[src/rtl/spi_sclk_cs_gen.sv]
`timescale 1ns/1ps
module spi_sclk_cs_gen #(
  parameter int DIVW = 4,
  parameter int CSW  = 4,
  parameter int DLYW = 8
) (
  input  logic        clk,
  input  logic        rst_n,
  input  logic [31:0] cfg_word,
  input  logic [31:0] dly_word,
  input  logic        xfer_start,
  input  logic        xfer_stop,
  output logic        sclk,
  output logic [3:0]  cs_n,
  output logic        sample_stb,
  output logic        shift_stb,
  output logic        idle
);
  localparam int CNTW = DLYW + DIVW + 3;
  localparam int NSW  = (CSW > 1) ? $clog2(CSW) : 1;

  typedef enum logic [2:0] {S_IDLE, S_GAP, S_SETUP, S_RUN, S_HOLD, S_DESEL} st_t;
  st_t state;

  logic            en_q, cpol_q, cpha_q, dec_q, ph, stop_pend, last_vld;
  logic [DIVW-1:0] div_q, hc;
  logic [CSW-1:0]  csf_q, last_cs;
  logic [CNTW-1:0] cnt;

  wire en = cfg_word[0];
  wire [DLYW-1:0] t_slch = dly_word[7:0];
  wire [DLYW-1:0] t_chsh = dly_word[15:8];
  wire [DLYW-1:0] t_sd2d = dly_word[23:16];
  wire [DLYW-1:0] t_shsl = dly_word[31:24];

  wire [CNTW-1:0] per    = (CNTW'(div_q) + CNTW'(1)) << 1;
  wire [CSW-1:0]  cs_sel = dec_q ? csf_q : ~(CSW'(1) << csf_q[NSW-1:0]);
  wire cs_act   = (state == S_SETUP) || (state == S_RUN) || (state == S_HOLD);
  wire edge_now = (state == S_RUN) && (hc == '0);
  wire lead     = edge_now && !ph;
  wire trail    = edge_now && ph;
  wire need_gap = last_vld && (last_cs != cs_sel) && (t_sd2d != '0);

  assign sclk       = cpol_q ^ ph;
  assign cs_n       = cs_act ? cs_sel : '1;
  assign sample_stb = cpha_q ? trail : lead;
  assign shift_stb  = cpha_q ? lead : trail;
  assign idle       = (state == S_IDLE);

  always_ff @(posedge clk or negedge rst_n) begin
    if (!rst_n) begin
      en_q <= 1'b0; cpol_q <= 1'b0; cpha_q <= 1'b0; dec_q <= 1'b0;
      div_q <= '0; csf_q <= '1;
    end else begin
      en_q <= en;
      if (en && !en_q) begin
        cpol_q <= cfg_word[1];
        cpha_q <= cfg_word[2];
        dec_q  <= cfg_word[9];
        csf_q  <= cfg_word[13:10];
        div_q  <= cfg_word[22:19];
      end
    end
  end

  always_ff @(posedge clk or negedge rst_n) begin
    if (!rst_n) begin
      state <= S_IDLE; cnt <= '0; hc <= '0; ph <= 1'b0;
      stop_pend <= 1'b0; last_vld <= 1'b0; last_cs <= '1;
    end else if (!en) begin
      state <= S_IDLE; ph <= 1'b0; stop_pend <= 1'b0;
    end else begin
      case (state)
        S_IDLE:
          if (xfer_start && en_q) begin
            last_cs   <= cs_sel;
            last_vld  <= 1'b1;
            stop_pend <= 1'b0;
            if (need_gap) begin
              state <= S_GAP;   cnt <= CNTW'(t_sd2d) - CNTW'(1);
            end else begin
              state <= S_SETUP; cnt <= CNTW'(t_slch);
            end
          end
        S_GAP:
          if (cnt == '0) begin state <= S_SETUP; cnt <= CNTW'(t_slch); end
          else cnt <= cnt - CNTW'(1);
        S_SETUP: begin
          if (xfer_stop) stop_pend <= 1'b1;
          if (cnt == '0) begin state <= S_RUN; hc <= div_q; end
          else cnt <= cnt - CNTW'(1);
        end
        S_RUN: begin
          if (xfer_stop) stop_pend <= 1'b1;
          if (hc == '0) begin
            hc <= div_q;
            ph <= ~ph;
            if (ph && (stop_pend || xfer_stop)) begin
              state <= S_HOLD;
              cnt   <= CNTW'(t_chsh) + per + CNTW'(2);
            end
          end else hc <= hc - 1'b1;
        end
        S_HOLD:
          if (cnt == '0) begin state <= S_DESEL; cnt <= CNTW'(t_shsl) + per - CNTW'(1); end
          else cnt <= cnt - CNTW'(1);
        S_DESEL:
          if (cnt == '0) state <= S_IDLE;
          else cnt <= cnt - CNTW'(1);
        default: state <= S_IDLE;
      endcase
    end
  end

  a_r8_one_low: assert property (@(posedge clk) disable iff (!rst_n)
    (cs_n != 4'hF && !dec_q) |-> $countones(cs_n) == 3);
  a_r3_rest_level: assert property (@(posedge clk) disable iff (!rst_n)
    (cs_n == 4'hF) |-> sclk == cpol_q);
  a_r11_idle_released: assert property (@(posedge clk) disable iff (!rst_n)
    idle |-> cs_n == 4'hF);
  a_r10_cs_steady: assert property (@(posedge clk) disable iff (!rst_n)
    (cs_n != 4'hF && $past(cs_n) != 4'hF) |-> $stable(cs_n));
  a_r2_edge_announced: assert property (@(posedge clk) disable iff (!rst_n)
    (cs_n != 4'hF && $past(cs_n) != 4'hF && !$stable(sclk)) |-> $past(sample_stb || shift_stb));
endmodule

[config.mk]
export PLATFORM = sky130hd
export DESIGN_NAME = spi_sclk_cs_gen
export DESIGN_NICKNAME = d
export VERILOG_FILES = /design/src/rtl/spi_sclk_cs_gen.sv
export SDC_FILE = /design/constraint.sdc
export NUM_CORES = 1
export LEC_CHECK = 0
export BUFFER_PORTS_ARGS = -buffer_cell sky130_fd_sc_hd__buf_2
export CORE_UTILIZATION = 55
export CTS_CLUSTER_DIAMETER = 100
export CTS_CLUSTER_SIZE = 24
export DETAILED_ROUTE_END_ITERATION = 10
export PLACE_DENSITY = 0.8
export SLEW_MARGIN = 20
export SYNTH_ARGS = -nofsm -noshare
export SYNTH_HDL_FRONTEND = slang
export SYNTH_SLANG_ARGS = --single-unit
[constraint.sdc]
create_clock -name clk -period 3.21 [get_ports clk]
set_input_delay 0.321 -clock clk [delete_from_list [all_inputs] [get_ports clk]]
set_output_delay 0.321 -clock clk [all_outputs]
set_load 0.02 [all_outputs]
==> key figures, run 1 <==
Run status
  • Status: completed

CTS
  • Clk sinks: 41
  • CTS Buf Count: 5
  • Clock latency on the worst-skew pair: 300 ps
  • Htree depth: 2
  • Root buf cell: clkbuf_8
  • CTS tree: built
  • Post-CTS Setup Bufs: 0
  • CTS Buffer Depth: 2
  • Clock transition at the registers of the reported paths: 80 ps

Worst setup path
  • Max stage delay cell, worst path: dfrtp_1
  • CP most frequent cell: ha_1
  • Worst Setup Start Kind: flip-flop
  • CP bufs+invs: 0
  • Worst EP arrival: 3310 ps
  • Worst-path maximum fanout: 2
  • Crit path max-delay family: adder cells
  • CP endpoint kind: flip-flop
  • CP peak stage delay: 390 ps
  • CP Class: flip-flop to flip-flop
  • CP required: 3410 ps
  • Cell Chain, Critical Path: ha_1 > ha_1 > ha_1 > fa_2 > a21o_1 > a21oi_2 > xnor2_1 > a221o_1 > a31oi_1 > nand4_1 > a22o_1

Power
  • Clock share of power: 0.159
  • LEAKAGE: 1.96 nW
  • Power per cell area: 642 nW/um^2
  • Gate power share: 0.527
  • Pint: 1.51 mW
  • Switching part of the total: 0.444
  • Reg power frac: 0.314
  • NetSw: 1.20 mW
  • Max IR drop VDD: 0.370 mV

Die
  • IO Pins: 76
  • Die Span X: 84.8 um
  • Core area: 6490 sq um
  • Die Height: 84.8 um
  • Die ar.: 7190 sq um
  • Initial core utilization: 0.580
  • Row cnt: 29

Yosys
  • Synth Flop Type: dfrtp_1
  • EDFF count, synth: 0
  • Avg Cell Area, Syn: 8.45 sq um
  • Syn Nets: 545
  • Ys Warns: 0
  • Asr flop ratio synth: 1.00
  • Cells after Synth: 446
  • Distinct cells, synth: 78
  • FF+latch count, synth: 41
  • Mapped Area: 3770 sq um
  • Sequential share of the synthesized area: 0.275

Detailed routing
  • Antenna-violating nets left: 0
  • Vias per cell: 6.12
  • Residual DRC count: 0
  • Avg WL per Cell: 15.7 um
  • Vias: 3518
  • DR pass1 iterations: 8
  • Initial DRC Count: 342
  • WL final: 9010 um

Placement
  • Setup slack at placement: 12.6 ps
  • Placed inst area: 4080 sq um
  • Placed Cells: 567
  • DP HPWL: 7020 um
  • Port Buffer Count: 55
  • GPL Wtd Cong: 0.902

Finish
  • # diodes: 0
  • Design area: 4220 sq um
  • Layout cells sized above 1: 0.237
  • Nets: 596
  • Final non-filler cell total: 575
  • Layout area overhead: 11.8%

Timing
  • Setup slack after layout: 98.9 ps
  • Slew Limit Fails: 0
  • Final period utilization: 0.969
  • Hold_ws: 157 ps
  • Clk_skew: 3.44 ps
  • Max-Slew Margin vs Limit: 0.324
  • Setup violations, final: 0
  • Total Neg Setup Slack: 0 ps
  • Crit path time final: 3110 ps
  • Least-Margin Pin Slew: 1010 ps
  • Hold Vio Cnt, Final: 0
  • RSZ-0062 raised after global routing: no
  • Fmax: 321 MHz

Run
  • Max cap viols: 0

Global route
  • Total GRT Usage: 0.266
  • GRT overflow: 0
  • Largest net degree at the start of global routing: 42
  • First-pass GRT wire length: 15200 um
  • Vias in the first global route: 3319
  • Initial antenna violation count: 0

Worst hold path
  • HP Class: input port to asynchronous set/reset pin
==> power by group through the flow <==
stage	clock, mW	combinational (mW)	sequential (mW)
finish	0.431	1.43	0.849
CTS	0.436	1.41	0.844
global placement	0	1.35	0.846
detailed placement	0	1.40	0.854
global route	0.455	1.60	0.872
floorplan	0	1.13	0.796
==> registers in the layout, summed over array words and instances, names as in the netlist <==
signal	cells
en_q	1
ph	1
stop_pend	1
cpol_q	1
hc	4
cnt	15
dec_q	1
last_cs	4
csf_q	4
div_q	4
cpha_q	1
last_vld	1
state	3
==> through the flow <==
stage / total power, mW / util
after floorplan: 1.93 / -
after detailed placement: 2.25 / 0.628
final: 2.71 / 0.649
after global placement: 2.20 / 0.628
after global routing: 2.93 / 0.649
after CTS: 2.69 / 0.646
==> worst reg2reg max path: stages, from the launching register on <==
cell	delay, ps
dfrtp_1	390
ha_1	330
ha_1	290
ha_1	240
fa_2	360
a21o_1	210
a21oi_2	180
xnor2_1	110
a221o_1	360
a31oi_1	190
nand4_1	130
a22o_1	240
==> cells in the mapped netlist, types with 5 or more instances <==
library cell / number / area (sq um)
a21o_1: 7 / 52.6
ha_1: 29 / 363
xor2_1: 8 / 70.1
nand3_1: 11 / 55.1
nor3b_1: 7 / 52.6
o211ai_1: 7 / 52.6
nor3_1: 9 / 45.0
xnor2_1: 13 / 114
inv_1: 42 / 158
nor2_1: 34 / 128
a21oi_1: 32 / 160
buf_2: 5 / 25.0
o21ai_0: 31 / 155
nand2_1: 38 / 143
clkbuf_1: 6 / 22.5
dfstp_2: 8 / 210
nor2b_1: 7 / 43.8
or3_1: 7 / 43.8
a211o_1: 5 / 43.8
mux2_2: 10 / 113
dfrtp_1: 33 / 826
==> cell type report <==
class | count | area [sq um]
clock buffers | 6 | 72.6
clock inverters | 2 | 38.8
fillers | 580 | 2280
inverters | 43 | 161
multi-input cells | 347 | 2500
flip-flops and latches | 41 | 1040
well taps | 77 | 96.3
repair buffers | 59 | 305
==> worst paths after layout <==
path / start / end / slack (ps) / cells after the start
min reg2reg: last_cs[3] / last_cs[3] / 500 / 2
max in group asynchronous: rst_n / hc[0] / 2470 / 1
min in group clk: cfg_word[9] / dec_q / 220 / 3
max reg2reg: div_q[0] / cnt[6] / 100 / 11
min: rst_n / cnt[8] / 160 / 1
max: div_q[0] / cnt[6] / 100 / 11
==> layer usage <==
metal,GRT usage,share of wire,up-vias
li1,-,-,1695
met1,0.347,0.43,1652
met2,0.462,0.48,149
met3,0.0423,0.069,22
met4,0.0663,0.022,0
met5,0,0,-
==> placed cells by master (no fill, tap or decap), types with 3 or more instances in the layout <==
| cell | n |
|---|---|
| ha_1 | 29 |
| nand2_1 | 38 |
| or2_2 | 3 |
| a21o_1 | 7 |
| nand4_1 | 3 |
| mux2_2 | 10 |
| o21bai_1 | 3 |
| buf_2 | 55 |
| nor2b_1 | 7 |
| and2_1 | 3 |
| a22oi_1 | 3 |
| nor3_2 | 3 |
| and3_1 | 4 |
| dfrtp_1 | 33 |
| a211o_1 | 5 |
| o21ai_0 | 31 |
| a21oi_1 | 30 |
| a21oi_2 | 3 |
| nand2b_1 | 4 |
| nor2_1 | 34 |
| inv_1 | 42 |
| a31oi_1 | 3 |
| o21ai_1 | 4 |
| clkbuf_8 | 5 |
| buf_4 | 4 |
| o211ai_1 | 7 |
| or3_1 | 7 |
| xnor2_1 | 12 |
| dfstp_2 | 8 |
| xor2_1 | 8 |
| nor3b_1 | 6 |
| a211oi_1 | 3 |
| or4_1 | 3 |
| nor3_1 | 9 |
| nand3_1 | 11 |
| o21a_1 | 4 |
==> repair_timing <==
item                                    CTS  global route
hold endpoints to repair                  0             0
cloned                                    0             0
gates resized for setup                   1             4
hold buffers                              0             0
endpoints found under the setup margin    1             6
==> cell families after synthesis <==
logic type                 Yosys count  share of synthesized area
and+or+nand+nor                    153                      0.224
AOI/OAI and AO/OA                  129                      0.239
buffers and inverters               58                     0.0667
DFF                                 41                      0.275
adders and majority gates           31                      0.107
xor gates and xnor gates            22                     0.0531
muxes                               12                     0.0355
No activity file was read; power rests on OpenSTA's default activity.
==> run 2: changes to the inputs <==
--- a/config.mk
+++ b/config.mk
@@ -10,7 +10,9 @@
 export CTS_CLUSTER_DIAMETER = 100
 export CTS_CLUSTER_SIZE = 24
 export DETAILED_ROUTE_END_ITERATION = 10
+export GPL_TIMING_DRIVEN = 1
 export PLACE_DENSITY = 0.8
+export SETUP_SLACK_MARGIN = 0.3
 export SLEW_MARGIN = 20
 export SYNTH_ARGS = -nofsm -noshare
 export SYNTH_HDL_FRONTEND = slang
==> run 2 against run 1 <==
Net effect: the flow now finishes with violations (DRC); sequential power shrank 0.5%; sequential share of layout area is 1.3 points lower; clock-buffer cell count unchanged; global-route usage up 0.56 points; via count is 0.51% higher; combinational power rose by 13%; critical path depth unchanged; worst setup slack better by 190 ps; first-iteration DRC count fell by 24%; hold slack worse by 3.3 ps; flip-flop and latch count unchanged; critical endpoint unchanged; largest cell class unchanged; largest power group unchanged.
==> key figures, run 2 (same netlist as run 1, synthesis figures left out) <==
Run status
  • Status: finished, violations left
  • Violated checks: DRC

Power
  • Reg power frac: 0.292 (-0.022)
  • LEAKAGE: 2.00 nW (+2.0%)
  • Power per cell area: 649 nW/um^2 (+1.1%)
  • Clock share of power: 0.148 (-0.011)
  • Pint: 1.61 mW (+6.8%)
  • Max IR drop VDD: 0.366 mV (-1.1%)
  • Switching part of the total: 0.443 (-0.000646)
  • NetSw: 1.28 mW (+6.5%)
  • Gate power share: 0.560 (+0.033)

Global route
  • Vias in the first global route: 3403 (+2.5%)
  • Initial antenna violation count: 0 (unchanged)
  • Total GRT Usage: 0.272 (+0.00565)
  • Largest net degree at the start of global routing: 42 (unchanged)
  • First-pass GRT wire length: 15500 um (+2.2%)
  • GRT overflow: 0 (unchanged)

Detailed routing
  • Vias: 3536 (+0.51%)
  • WL final: 9420 um (+4.6%)
  • DR pass1 iterations: 8 (unchanged)
  • Avg WL per Cell: 16.3 um (+3.9%)
  • Antenna-violating nets left: 0 (unchanged)
  • Initial DRC Count: 261 (-24%)
  • Residual DRC count: 1 (+1)
  • Vias per cell: 6.11 (-0.18%)

Worst setup path
  • Worst EP arrival: 3110 ps (-200 ps)
  • CP endpoint kind: flip-flop
  • CP most frequent cell: ha_4
  • Worst r2r src: div_q[1]
  • Cell Chain, Critical Path: ha_4 > xor2_4 > ha_4 > fa_2 > a21o_1 > a21oi_2 > xnor2_2 > a221o_1 > a31oi_1 > nand4_1 > a22o_1
  • CP peak stage delay: 430 ps (+40 ps)
  • R2r endpoint: cnt[6]
  • FF-to-FF setup slack: 290 ps (+190 ps)
  • Worst reg2reg path depth: 11 (unchanged)
  • Max stage delay cell, worst path: dfrtp_1
  • Worst Setup Start Kind: flip-flop
  • Worst-path maximum fanout: 2 (unchanged)
  • CP required: 3400 ps (about the same)
  • CP Class: flip-flop to flip-flop

Timing
  • Hold_ws: 154 ps (-3.30 ps)
  • Total Neg Setup Slack: 0 ps (unchanged)
  • Hold Vio Cnt, Final: 0 (unchanged)
  • Final period utilization: 0.910 (-0.0596)
  • RSZ-0062 raised after global routing: yes
  • Max-Slew Margin vs Limit: 0.363 (+0.0388)
  • Setup violations, final: 0 (unchanged)
  • Slew Limit Fails: 0 (unchanged)
  • Least-Margin Pin Slew: 953 ps (-58.1 ps)
  • Crit path time final: 2920 ps (-191 ps)
  • Clk_skew: 9.24 ps (+5.79 ps)
  • Fmax: 343 MHz (+6.6%)

Die
  • Die Span X: 84.8 um (unchanged)
  • Core area: 6490 sq um (unchanged)
  • Die Height: 84.8 um (unchanged)
  • IO Pins: 76 (unchanged)
  • Row cnt: 29 (unchanged)
  • Die ar.: 7190 sq um (unchanged)
  • Initial core utilization: 0.580 (unchanged)

CTS
  • Clock transition at the registers of the reported paths: 90 ps (about the same)
  • Hold_buf cts: 0 (unchanged)
  • Clock latency on the worst-skew pair: 300 ps (about the same)
  • Root buf cell: clkbuf_8
  • CTS Buf Count: 5 (unchanged)
  • CTS Buffer Depth: 2 (unchanged)
  • Clk sinks: 41 (unchanged)
  • Htree depth: 2 (unchanged)
  • CTS tree: built

Finish
  • Layout area overhead: 18.1%
  • Most frequent cells in the layout: 55 x buf_2, 40 x inv_1, 38 x nand2_1
  • Nets: 600 (+0.67%)
  • Commonest non-fill, non-tap cell in the layout: buf_2
  • # diodes: 0 (unchanged)
  • Layout cells sized above 1: 0.287 (+0.0499)
  • Fillers: 530 (-8.6%)
  • Largest register by flop count: cnt
  • Max FFs per register: 15 (unchanged)

Placement
  • Port Buffer Count: 55 (unchanged)
  • DP HPWL: 6960 um (-0.86%)
  • GPL Wtd Cong: 0.876 (-2.9%)

Run
  • Max cap viols: 0 (unchanged)

Worst hold path
  • HP Class: input port to asynchronous set/reset pin
==> run 2: cell count changes in the layout (fill, tap and decap cells not counted), sizes merged <==
cell,delta
buf,+4
==> run 2: repair_timing <==
item                       in CTS  in global routing
pin swaps                       8                 22
resized for setup              13                 20
hold endpoints to repair        0                  0
setup buffers                   2                  3
setup endpoints to repair       9                 10
==> run 2: area by class of cell <==
cell class,count,area [sq um],share of cell area
clock buffer,6,72.6,0.0163
clock inverter,2,38.8,0.00872
inverter,43,161,0.0363
multi-input combinational,347,2700,0.607
sequential,41,1040,0.233
tap,77,96.3,0.0216
timing repair buffer,63,343,0.0770
==> run 2: worst max-delay path, delay by kind of cell (launching register included) <==
kind / cells / cell delay (ps)
simple gates: 1 / 140
flops: 1 / 430
fa+ha+maj: 3 / 860
compound gates: 5 / 1130
xor+xnor: 2 / 260
==> run 2: how the worst max path moves through the flow <==
stage | to | cells after the start | start | slack, ps
2_1_floorplan | cnt[6] | 11 | div_q[0] | 340
3_3_place_gp | cnt[6] | 11 | div_q[1] | 150
3_5_place_dp | cnt[11] | 13 | div_q[1] | 100
4_1_cts | cnt[6] | 11 | div_q[1] | 280
5_1_grt | cnt[6] | 11 | div_q[1] | 230
6_report | cnt[6] | 11 | div_q[1] | 290
==> run 2: layer usage <==
layer | wire length (um) | vias to the layer above | global-route usage
met1 | 4000 | 1658 | 0.344
met2 | 4550 | 141 | 0.467
met3 | 569 | 27 | 0.0423
li1 | - | 1710 | -
met5 | 0 | - | 0
met4 | 305 | 0 | 0.103
==> run 2: power by group through the flow <==
| stage | registers (mW) | logic [mW] | clock network (mW) |
|---|---|---|---|
| after floorplan | 0.796 | 1.14 | 0 |
| after global placement | 0.834 | 1.37 | 0 |
| after detailed placement | 0.842 | 1.42 | 0 |
| after CTS | 0.836 | 1.51 | 0.431 |
| after global routing | 0.868 | 1.78 | 0.454 |
| final | 0.845 | 1.62 | 0.427 |
==> run 2: per-stage QoR <==
step,setup WS (ps),instance area [sq um],power [mW],util,cells
floorplan,344,3780,1.93,-,446
global placement,146,4080,2.20,0.628,566
detailed placement,99.5,4080,2.26,0.628,566
CTS,279,4310,2.78,0.664,576
global route,227,4450,3.10,0.685,579
finish,290,4450,2.89,0.685,579
==> run 3: changes to the inputs <==
--- a/config.mk
+++ b/config.mk
@@ -13,7 +13,7 @@
 export GPL_TIMING_DRIVEN = 1
 export PLACE_DENSITY = 0.8
 export SETUP_SLACK_MARGIN = 0.3
-export SLEW_MARGIN = 20
+export SLEW_MARGIN = 0
 export SYNTH_ARGS = -nofsm -noshare
 export SYNTH_HDL_FRONTEND = slang
 export SYNTH_SLANG_ARGS = --single-unit
==> constraint.sdc (replaced) <==
create_clock -name clk -period 3.2 [get_ports clk]
set_input_delay 0.32 -clock clk [delete_from_list [all_inputs] [get_ports clk]]
set_output_delay 0.32 -clock clk [all_outputs]
set_load 0.02 [all_outputs]
==> run 3 against run 2 <==
Net effect: the flow still finishes with violations (DRC); die area unchanged; clock skew about the same; critical path depth unchanged; clock-buffer cell count unchanged; critical path type unchanged; critical endpoint unchanged; largest cell class unchanged.
==> key figures, run 3 (same netlist as run 1, synthesis figures left out) <==
Run status
  • Status: finished, violations left
  • Violated checks: DRC

Worst setup path
  • Max stage delay cell, worst path: dfrtp_1
  • Worst Setup Start Kind: flip-flop
  • CP Class: flip-flop to flip-flop
  • Worst EP arrival: 3140 ps (+30 ps)
  • CP most frequent cell: ha_4
  • CP required: 3380 ps (-20 ps)
  • CP endpoint kind: flip-flop
  • Worst-path maximum fanout: 2 (unchanged)
  • CP peak stage delay: 430 ps (about the same)
  • Cell Chain, Critical Path: ha_4 > xor2_4 > ha_4 > fa_2 > a21o_1 > a21oi_4 > xnor2_2 > a221o_1 > a31oi_1 > nand4_1 > a22o_1

Power
  • Reg power frac: 0.288 (-0.004)
  • Clock share of power: 0.145 (-0.003)
  • Total power: 2.93 mW (+1.6%)
  • Gate power share: 0.567 (+0.007)
  • LEAKAGE: 2.03 nW (+1.5%)
  • Pint: 1.64 mW (+1.8%)
  • Switching part of the total: 0.442 (-0.00100)
  • NetSw: 1.30 mW (+1.3%)
  • Power per cell area: 654 nW/um^2 (+0.70%)
  • Max IR drop VDD: 0.391 mV (+6.6%)

Finish
  • Commonest non-fill, non-tap cell in the layout: buf_2
  • Layout area overhead: 19.1%
  • Nets: 605 (+0.83%)
  • Util after Layout: 0.691 (+0.00597)
  • Final non-filler cell total: 584 (+0.86%)
  • # diodes: 0 (unchanged)
  • Most frequent cells in the layout: 55 x buf_2, 41 x inv_1, 38 x nand2_1
  • Max FFs per register: 15 (unchanged)
  • Layout cells sized above 1: 0.284 (-0.00283)
  • Largest register by flop count: cnt

Die
  • Core area: 6490 sq um (unchanged)
  • Die Span X: 84.8 um (unchanged)
  • Die ar.: 7190 sq um (unchanged)
  • Initial core utilization: 0.580 (unchanged)
  • Die Height: 84.8 um (unchanged)
  • IO Pins: 76 (unchanged)
  • Row cnt: 29 (unchanged)

CTS
  • Clk sinks: 41 (unchanged)
  • Htree depth: 2 (unchanged)
  • CTS Buf Count: 5 (unchanged)
  • Clock transition at the registers of the reported paths: 90 ps (about the same)
  • CTS Buffer Depth: 2 (unchanged)
  • CTS tree: built
  • Root buf cell: clkbuf_8
  • Clock latency on the worst-skew pair: 300 ps (about the same)

Detailed routing
  • Antenna-violating nets left: 0 (unchanged)
  • WL final: 9650 um (+2.5%)
  • Avg WL per Cell: 16.5 um (+1.6%)
  • Vias: 3576 (+1.1%)
  • DR pass1 iterations: 11 (+3)
  • Residual DRC count: 1 (unchanged)
  • Vias per cell: 6.12 (+0.27%)
  • Initial DRC Count: 371 (+42%)

Global route
  • Largest net degree at the start of global routing: 42 (unchanged)
  • GRT overflow: 0 (unchanged)
  • Total GRT Usage: 0.272 (+0.000725)
  • Vias in the first global route: 3453 (+1.5%)
  • First-pass GRT wire length: 15500 um (+0.14%)
  • Initial antenna violation count: 0 (unchanged)

Timing
  • Clk_skew: 9.26 ps (+0.0189 ps)
  • Hold Vio Cnt, Final: 0 (unchanged)
  • RSZ-0062 raised after global routing: yes
  • Crit path time final: 2960 ps (+35.4 ps)
  • Final period utilization: 0.923 (+0.0139)
  • Hold_ws: 162 ps (+8.04 ps)
  • Total Neg Setup Slack: 0 ps (unchanged)
  • Slew Limit Fails: 0 (unchanged)
  • Least-Margin Pin Slew: 949 ps (-4.28 ps)
  • Setup violations, final: 0 (unchanged)
  • Max-Slew Margin vs Limit: 0.366 (+0.00286)
  • Fmax: 338 MHz (-1.2%)

Worst hold path
  • HP Class: input port to asynchronous set/reset pin

Placement
  • Placed Cells: 566 (unchanged)
  • GPL Wtd Cong: 0.889 (+1.5%)
  • Port Buffer Count: 55 (unchanged)
  • DP HPWL: 7050 um (+1.3%)

Run
  • Max cap viols: 0 (unchanged)
-- run 3: changes by cell type in the layout (fill, tap and decap cells not counted), moves of 2 or more --
cell     change
buf_4        +3
a21oi_2      -2
a21oi_4      +2
buf_6        +2
ha_1         +2
o21ai_0      -2
o21ai_1      +2
-- run 3: worst paths after layout --
path,start,to,slack [ps],cells past startpoint
min in group clk,cfg_word[9],dec_q,220,3
max in group asynchronous,rst_n,div_q[2],2380,1
max reg2reg,div_q[1],cnt[6],240,11
max,div_q[1],cnt[6],240,11
min reg2reg,last_cs[2],last_cs[2],500,2
min,rst_n,cnt[12],160,1
-- run 3: what timing repair did --
item                       CTS  global route
hold buffers                 0             0
gates cloned                 0             0
hold endpoints to repair     0             0
setup endpoints to repair   10            10
pin swaps                    9            21
gates resized for setup      7            28
setup buffers                2             8
-- run 3: power groups by stage --
stage | Clock, mW | Combinational, mW | Sequential, mW
floorplan | 0 | 1.14 | 0.799
global placement | 0 | 1.38 | 0.836
detailed placement | 0 | 1.42 | 0.845
CTS | 0.429 | 1.46 | 0.837
global route | 0.453 | 1.83 | 0.870
finish | 0.426 | 1.66 | 0.845
-- run 3: final cells by class --
type / count / area (sq um)
multi-input cells: 347 / 2700
fillers: 518 / 2010
flip-flops and latches: 41 / 1040
repair buffers: 68 / 388
inverters: 43 / 161
well taps: 77 / 96.3
clock buffers: 6 / 72.6
clock inverters: 2 / 38.8
-- run 3: per-stage QoR --
| stage | worst slack (ps) | area (sq um) |
|---|---|---|
| 3_5_place_dp | 32.7 | 4080 |
| 5_1_grt | 176 | 4490 |
| 6_report | 245 | 4490 |
| 2_1_floorplan | 334 | 3780 |
| 4_1_cts | 202 | 4240 |
| 3_3_place_gp | 130 | 4080 |
-- run 3: layer usage --
layer / global-route usage / wire length, um / vias to the layer above
li1: - / - / 1711
met1: 0.333 / 3980 / 1656
met2: 0.459 / 4640 / 166
met3: 0.0511 / 631 / 43
met4: 0.139 / 400 / 0
met5: 0 / 0 / -
-- run 3: critical path: cells and delay by family (launching register included) --
family,cells,cell delay (ps)
AOI/OAI and AO/OA,5,1180
xor gates and xnor gates,2,290
and+or+nand+nor,1,120
adders and majority gates,3,830
DFF,1,430
